### config.mk
export PLATFORM = sky130hd
export DESIGN_NAME = line_strip_splitter
export DESIGN_NICKNAME = d
export VERILOG_FILES = /design/src/rtl/lss_pkg.sv /design/src/rtl/lss_pos_counter.sv /design/src/rtl/lss_steer.sv /design/src/rtl/lss_chan_reg.sv /design/src/rtl/line_strip_splitter.sv
export SDC_FILE = /design/constraint.sdc
export NUM_CORES = 1
export LEC_CHECK = 0
export ABC_AREA = 0
export BUFFER_PORTS_ARGS = -buffer_cell sky130_fd_sc_hd__buf_2
export CORE_MARGIN = 5
export CORE_UTILIZATION = 51
export CTS_BUF_LIST = sky130_fd_sc_hd__clkbuf_8
export CTS_CLUSTER_DIAMETER = 30
export DETAILED_ROUTE_END_ITERATION = 8
export PLACE_DENSITY = 0.75
export SYNTH_ARGS = -nofsm -noshare
export SYNTH_HDL_FRONTEND = slang
export SYNTH_SLANG_ARGS = --single-unit
### constraint.sdc
create_clock -name clk -period 2.33 [get_ports clk]
set_input_delay 0.233 -clock clk [delete_from_list [all_inputs] [get_ports clk]]
set_output_delay 0.233 -clock clk [all_outputs]
set_load 0.01 [all_outputs]
### src/rtl/lss_pkg.sv
package lss_pkg;

  localparam int unsigned NUM_CH = 3;

  // first position of strip ch, given the widths of strips 0 and 1
  function automatic int unsigned strip_lo(int unsigned ch, int unsigned w0, int unsigned w1);
    int unsigned lo;
    lo = 0;
    if (ch >= 1) lo = lo + w0;
    if (ch >= 2) lo = lo + w1;
    return lo;
  endfunction

  // last position of strip ch; the final strip ends at the line end
  function automatic int unsigned strip_hi(int unsigned ch, int unsigned w0, int unsigned w1,
                                           int unsigned line_len);
    int unsigned hi;
    if (ch == 0)      hi = w0 - 1;
    else if (ch == 1) hi = w0 + w1 - 1;
    else              hi = line_len - 1;
    return hi;
  endfunction

endpackage

### src/rtl/lss_pos_counter.sv
module lss_pos_counter #(
  parameter int unsigned LINE_LEN = 5000,
  parameter int unsigned POS_W    = $clog2(LINE_LEN)
) (
  input  logic             clk,
  input  logic             rst_n,
  input  logic             in_valid,
  input  logic             in_sol,
  output logic [POS_W-1:0] pos,
  output logic             short_evt,
  output logic             long_evt,
  output logic             len_err
);

  localparam int unsigned LAST_I = LINE_LEN - 1;
  localparam logic [POS_W-1:0] LAST = LAST_I[POS_W-1:0];

  logic [POS_W-1:0] cnt_q;
  logic [POS_W-1:0] cnt_d;
  logic             at_last;

  always_comb begin
    pos     = in_sol ? '0 : cnt_q;
    at_last = (pos == LAST);
    cnt_d   = at_last ? '0 : pos + 1'b1;
  end

  assign short_evt = in_valid && in_sol && (cnt_q != '0);
  assign long_evt  = in_valid && !in_sol && (cnt_q == '0);

  always_ff @(posedge clk or negedge rst_n) begin
    if (!rst_n) begin
      cnt_q   <= '0;
      len_err <= 1'b0;
    end else begin
      if (in_valid) cnt_q <= cnt_d;
      if (short_evt || long_evt) len_err <= 1'b1;
    end
  end


  cnt_in_range_chk: assert property (@(posedge clk) disable iff (!rst_n)
    cnt_q <= LAST);


  idle_hold_chk: assert property (@(posedge clk) disable iff (!rst_n)
    !in_valid |=> $stable(cnt_q));


  short_sets_err_chk: assert property (@(posedge clk) disable iff (!rst_n)
    short_evt |=> len_err);


  long_sets_err_chk: assert property (@(posedge clk) disable iff (!rst_n)
    long_evt |=> len_err);


  err_sticky_chk: assert property (@(posedge clk) disable iff (!rst_n)
    len_err |=> len_err);

endmodule

### src/rtl/lss_steer.sv
module lss_steer #(
  parameter int unsigned LINE_LEN = 5000,
  parameter int unsigned STRIP0_W = 1667,
  parameter int unsigned STRIP1_W = 1667,
  parameter int unsigned POS_W    = $clog2(LINE_LEN)
) (
  input  logic                       clk,
  input  logic                       rst_n,
  input  logic                       in_valid,
  input  logic [POS_W-1:0]           pos,
  output logic [lss_pkg::NUM_CH-1:0] sel,
  output logic [lss_pkg::NUM_CH-1:0] first,
  output logic [lss_pkg::NUM_CH-1:0] last
);

  localparam int unsigned NCH = lss_pkg::NUM_CH;

  for (genvar c = 0; c < NCH; c++) begin : g_bound
    localparam int unsigned LO_I = lss_pkg::strip_lo(c, STRIP0_W, STRIP1_W);
    localparam int unsigned HI_I = lss_pkg::strip_hi(c, STRIP0_W, STRIP1_W, LINE_LEN);
    localparam logic [POS_W-1:0] LO = LO_I[POS_W-1:0];
    localparam logic [POS_W-1:0] HI = HI_I[POS_W-1:0];

    always_comb begin
      sel[c]   = in_valid && (pos >= LO) && (pos <= HI);
      first[c] = in_valid && (pos == LO);
      last[c]  = in_valid && (pos == HI);
    end
  end


  one_channel_chk: assert property (@(posedge clk) disable iff (!rst_n)
    in_valid |-> $countones(sel) == 1);


  first_in_sel_chk: assert property (@(posedge clk) disable iff (!rst_n)
    (first & ~sel) == '0);

endmodule

### src/rtl/lss_chan_reg.sv
module lss_chan_reg #(
  parameter int unsigned PIX_W = 12
) (
  input  logic             clk,
  input  logic             rst_n,
  input  logic             sel,
  input  logic             first,
  input  logic             last,
  input  logic [PIX_W-1:0] pix,
  output logic             o_valid,
  output logic             o_sol,
  output logic             o_eol,
  output logic [PIX_W-1:0] o_pix
);

  always_ff @(posedge clk or negedge rst_n) begin
    if (!rst_n) begin
      o_valid <= 1'b0;
      o_sol   <= 1'b0;
      o_eol   <= 1'b0;
      o_pix   <= '0;
    end else begin
      o_valid <= sel;
      o_sol   <= sel && first;
      o_eol   <= sel && last;
      if (sel) o_pix <= pix;
    end
  end


  sol_needs_valid_chk: assert property (@(posedge clk) disable iff (!rst_n)
    o_sol |-> o_valid);


  eol_needs_valid_chk: assert property (@(posedge clk) disable iff (!rst_n)
    o_eol |-> o_valid);


  data_hold_chk: assert property (@(posedge clk) disable iff (!rst_n)
    !sel |=> $stable(o_pix));

endmodule

### src/rtl/line_strip_splitter.sv
module line_strip_splitter #(
  parameter int unsigned PIX_W    = 12,
  parameter int unsigned LINE_LEN = 5000,
  parameter int unsigned STRIP0_W = (LINE_LEN + 2) / 3,
  parameter int unsigned STRIP1_W = (LINE_LEN + 1) / 3
) (
  input  logic                 clk,
  input  logic                 rst_n,
  input  logic                 in_valid,
  input  logic                 in_sol,
  input  logic [PIX_W-1:0]     in_pix,
  output logic [2:0]           ch_valid,
  output logic [2:0]           ch_sol,
  output logic [2:0]           ch_eol,
  output logic [3*PIX_W-1:0]   ch_pix,
  output logic                 len_err
);

  localparam int unsigned NCH   = lss_pkg::NUM_CH;
  localparam int unsigned POS_W = $clog2(LINE_LEN);

  logic [POS_W-1:0] pos;
  logic             short_evt;
  logic             long_evt;
  logic [NCH-1:0]   sel;
  logic [NCH-1:0]   first;
  logic [NCH-1:0]   last;

  lss_pos_counter #(
    .LINE_LEN (LINE_LEN),
    .POS_W    (POS_W)
  ) u_cnt (
    .clk       (clk),
    .rst_n     (rst_n),
    .in_valid  (in_valid),
    .in_sol    (in_sol),
    .pos       (pos),
    .short_evt (short_evt),
    .long_evt  (long_evt),
    .len_err   (len_err)
  );

  lss_steer #(
    .LINE_LEN (LINE_LEN),
    .STRIP0_W (STRIP0_W),
    .STRIP1_W (STRIP1_W),
    .POS_W    (POS_W)
  ) u_steer (
    .clk      (clk),
    .rst_n    (rst_n),
    .in_valid (in_valid),
    .pos      (pos),
    .sel      (sel),
    .first    (first),
    .last     (last)
  );

  for (genvar c = 0; c < NCH; c++) begin : g_ch
    lss_chan_reg #(
      .PIX_W (PIX_W)
    ) u_reg (
      .clk     (clk),
      .rst_n   (rst_n),
      .sel     (sel[c]),
      .first   (first[c]),
      .last    (last[c]),
      .pix     (in_pix),
      .o_valid (ch_valid[c]),
      .o_sol   (ch_sol[c]),
      .o_eol   (ch_eol[c]),
      .o_pix   (ch_pix[c*PIX_W +: PIX_W])
    );
  end


  one_strobe_chk: assert property (@(posedge clk) disable iff (!rst_n)
    in_valid |=> $countones(ch_valid) == 1);


  idle_no_strobe_chk: assert property (@(posedge clk) disable iff (!rst_n)
    !in_valid |=> ch_valid == '0);


  strobe_onehot_chk: assert property (@(posedge clk) disable iff (!rst_n)
    $onehot0(ch_valid));


  sol_restarts_ch0_chk: assert property (@(posedge clk) disable iff (!rst_n)
    (in_valid && in_sol) |=> (ch_valid[0] && ch_sol[0]));

endmodule

==> impl_metrics.py <==
metrics = {
    "cts": {
        "cts.sinks": 59,
        "cts_inserted_buffers": 9,
        "cts_root_buf": "clkbuf_8",
        "htree_levels": 3,
        "cts_tree": "yes",
        "cts_max_path_buffers": 2,
        "clock_latency_ps": 340,
        "path_clk_slew_ps": 70,
    },
    "global_route": {
        "grt_pass1_vias": 2244,
        "antenna_found_initial": 0,
        "grt_pass1_wl_um": 11000,
        "met1_usage": 0.240,
        "grt_overflow": 0,
        "use_met2": 0.316,
        "grt_use_met3": 0.0515,
        "grt_use_total": 0.195,
        "grt-busiest-layer": "met2",
        "grt_max_degree": 24,
    },
    "layout": {
        "antenna_cells": 0,
        "areaGrowthSynthToFinish_pct": 23.2,
        "num-fill-cells": 428,
        "final_area_um2": 3540,
        "final_util": 0.643,
        "nets": 331,
        "drive_above_1_share": 0.470,
    },
    "worst_setup_path": {
        "cp.arrival_ps": 2480,
        "required_ps": 2550,
        "crit_type": "reg -> reg",
        "crit_fanout": 14,
        "crit_slowest_cell": "dfrtp_1",
        "crit_path_end_kind": "register",
        "cp_slowest_stage_delay_ps": 470,
        "cp_cell_sequence": "nor4_4 > o311ai_1 > a21o_1 > a2111oi_4 > buf_12 > mux2_2",
        "worstSetupStartpointType": "register",
    },
    "yosys": {
        "syn_nets": 260,
        "netlist_top_cells_area": "dfrtp_1 (51%), mux2_2 (11%), mux2_4 (4.2%), buf_4 (2.3%), nand2_1 (1.8%)",
        "synth_ff_type": "dfrtp_1",
        "syn_avg_cell_area_um2": 11.9,
        "yosysSeqAreaShare": 0.513,
        "yosys_warnings": 0,
        "yosys.area.top_type": "dfrtp_1",
        "synth_area_um2": 2880,
        "synth_edf_count": 0,
        "ys_seq_elements": 59,
        "synth-async-reset-ratio": 1.00,
        "yosysTopAreaCellShare": 0.513,
        "synth_cells": 242,
        "ys_types": 57,
    },
    "sta": {
        "finalClockSkew_ps": 9.77,
        "fmaxAchievable_ghz": 0.442,
        "tightest_slew_ps": 489,
        "final_max_slew_viol_count": 0,
        "finalCriticalPeriod_ps": 2260,
        "slew_headroom": 0.674,
        "hold_viol": 0,
        "timing.setup.tns_ps": 0,
        "layout_worst_path_cycle_share": 0.970,
        "setup_viol": 0,
    },
    "power_and_ir_drop": {
        "leakagePower_uw": 0.00164,
        "vdd_drop_max_mv": 0.592,
        "powerDensity_nw_per_um2": 822,
    },
    "placement": {
        "hpwl_um": 4820,
        "globalplace.congestion": 0.937,
        "post_dp_cell_area_um2": 3310,
        "io_buffers": 61,
    },
    "drt": {
        "vias": 2145,
        "detail_route.wl_per_cell_um": 16.9,
        "drtPass1Iterations": 4,
        "via_per_inst": 5.51,
        "postRouteAntennaNets": 0,
        "drt_iter0_drc": 164,
        "drc": 0,
        "drt_wl_total_um": 6570,
    },
    "floorplanning": {
        "core-area_um2": 5510,
        "start_util": 0.522,
        "floorplan.die.width_um": 85.1,
        "dieArea_um2": 7240,
        "num_rows": 27,
        "pin_count": 62,
        "die_y_um": 85.1,
    },
    "hold_path": {
        "holdCritPathClass": "in -> reg",
    },
    "job": {
        "drv_cap": 0,
    },
    "outcome": {
        "status": "completed",
    },
}
==> routing by layer <==
metal / vias to the layer above / share of wire
met3: 15 / 0.054
li1: 1002 / -
met1: 1060 / 0.43
met5: - / 0
met4: 0 / 0.023
met2: 68 / 0.49
==> worst max-delay path: cells and delay by family (launching register included) <==
family,cells,cell delay (ps)
AOI/OAI and AO/OA,3,780
DFF,1,470
muxes,1,350
and+or+nand+nor,1,330
buffers and inverters,1,210
==> registers in the layout (all words and copies together) (netlist names) <==
| name | count |
|---|---|
| g_ch.u_reg.o_eol | 3 |
| g_ch.u_reg.o_pix | 36 |
| g_ch.u_reg.o_sol | 3 |
| g_ch.u_reg.o_valid | 3 |
| u_cnt.cnt_q | 13 |
| u_cnt.len_err | 1 |
==> repair_timing <==
item                                    CTS  global route
endpoints found under the hold margin    21             0
hold buffers                              1             0
buffers inserted                          0             1
resized for setup                         0             4
endpoints found under the setup margin    0            12
==> synthesized netlist by cell type, types with 2 or more instances <==
cell type	instances
nand3_1	2
buf_6	4
nand4_1	3
nor4_1	3
nor2_1	13
mux2_2	28
inv_1	11
mux2_4	8
nor3_2	2
o221ai_1	2
and3_1	3
or3_1	3
dfrtp_1	59
buf_2	7
nor3_1	4
a211oi_1	4
o31ai_1	2
clkbuf_1	5
o21ai_0	6
ha_1	2
o41ai_1	3
nor2b_1	2
a21oi_1	6
a21o_1	2
o2bb2ai_1	2
buf_4	9
nand2_1	14
nand2b_1	4
==> through the flow <==
stage          worst slack (ps)  hold slack (ps)  power (µW)  cells
4_1_cts                    11.7              136        2930    388
2_1_floorplan              43.8            -62.6        1680    242
6_report                   69.2              149        2910    389
3_5_place_dp               30.1              228        1990    372
3_3_place_gp                116              228        1960    372
5_1_grt                   -26.2              134        3070    389
==> worst paths after layout <==
kind / start / end / slack, ps / cells after the start
worst min register to register: u_cnt.len_err$_DFFE_PN0P_ / u_cnt.len_err$_DFFE_PN0P_ / 470 / 1
worst min-delay path: in_pix[5] / g_ch[1].u_reg.o_pix[5]$_DFFE_PN0P_ / 150 / 2
max in group asynchronous: rst_n / u_cnt.cnt_q[12]$_DFFE_PN0P_ / 1290 / 3
worst max register to register: u_cnt.cnt_q[5]$_DFFE_PN0P_ / g_ch[1].u_reg.o_pix[11]$_DFFE_PN0P_ / 70 / 6
worst max-delay path: u_cnt.cnt_q[5]$_DFFE_PN0P_ / g_ch[1].u_reg.o_pix[11]$_DFFE_PN0P_ / 70 / 6
min in group asynchronous: rst_n / g_ch[0].u_reg.o_pix[1]$_DFFE_PN0P_ / 390 / 2
==> placed cells by master, fill, tap and decap left out, types with 8 or more instances in the layout <==
cell type   n
buf_4      20
inv_1      11
nor2_1     13
mux2_2     28
clkbuf_8   11
buf_2      61
dfrtp_1    57
mux2_4      8
nand2_1    14
==> power by group <==
group / internal [µW] / switching (µW) / leakage [µW]
Clock: 544 / 397 / 0.0000974
Combinational: 331 / 326 / 0.000805
Sequential: 1200 / 115 / 0.000742
Total: 2070 / 839 / 0.00164
==> cells by family after synthesis <==
| family | count (synthesis) | share of synthesized area |
|---|---|---|
| compound gates | 40 | 0.106 |
| xor+xnor | 1 | 0.00305 |
| fa+ha+maj | 2 | 0.00870 |
| buf+inv | 37 | 0.0735 |
| flops | 59 | 0.513 |
| mux | 37 | 0.155 |
| simple gates | 66 | 0.141 |
==> area by class of cell <==
| cell class | instances | area [µm²] | share of cell area |
|---|---|---|---|
| Sequential cell | 59 | 1480 | 0.417 |
| Clock inverter | 4 | 50.0 | 0.0141 |
| Clock buffer | 11 | 151 | 0.0427 |
| Tap cell | 72 | 90.1 | 0.0254 |
| Inverter | 12 | 45.0 | 0.0127 |
| Timing Repair Buffer | 85 | 526 | 0.148 |
| Multi-Input combinational cell | 146 | 1200 | 0.339 |
No activity file was read; power rests on OpenSTA's default activity.
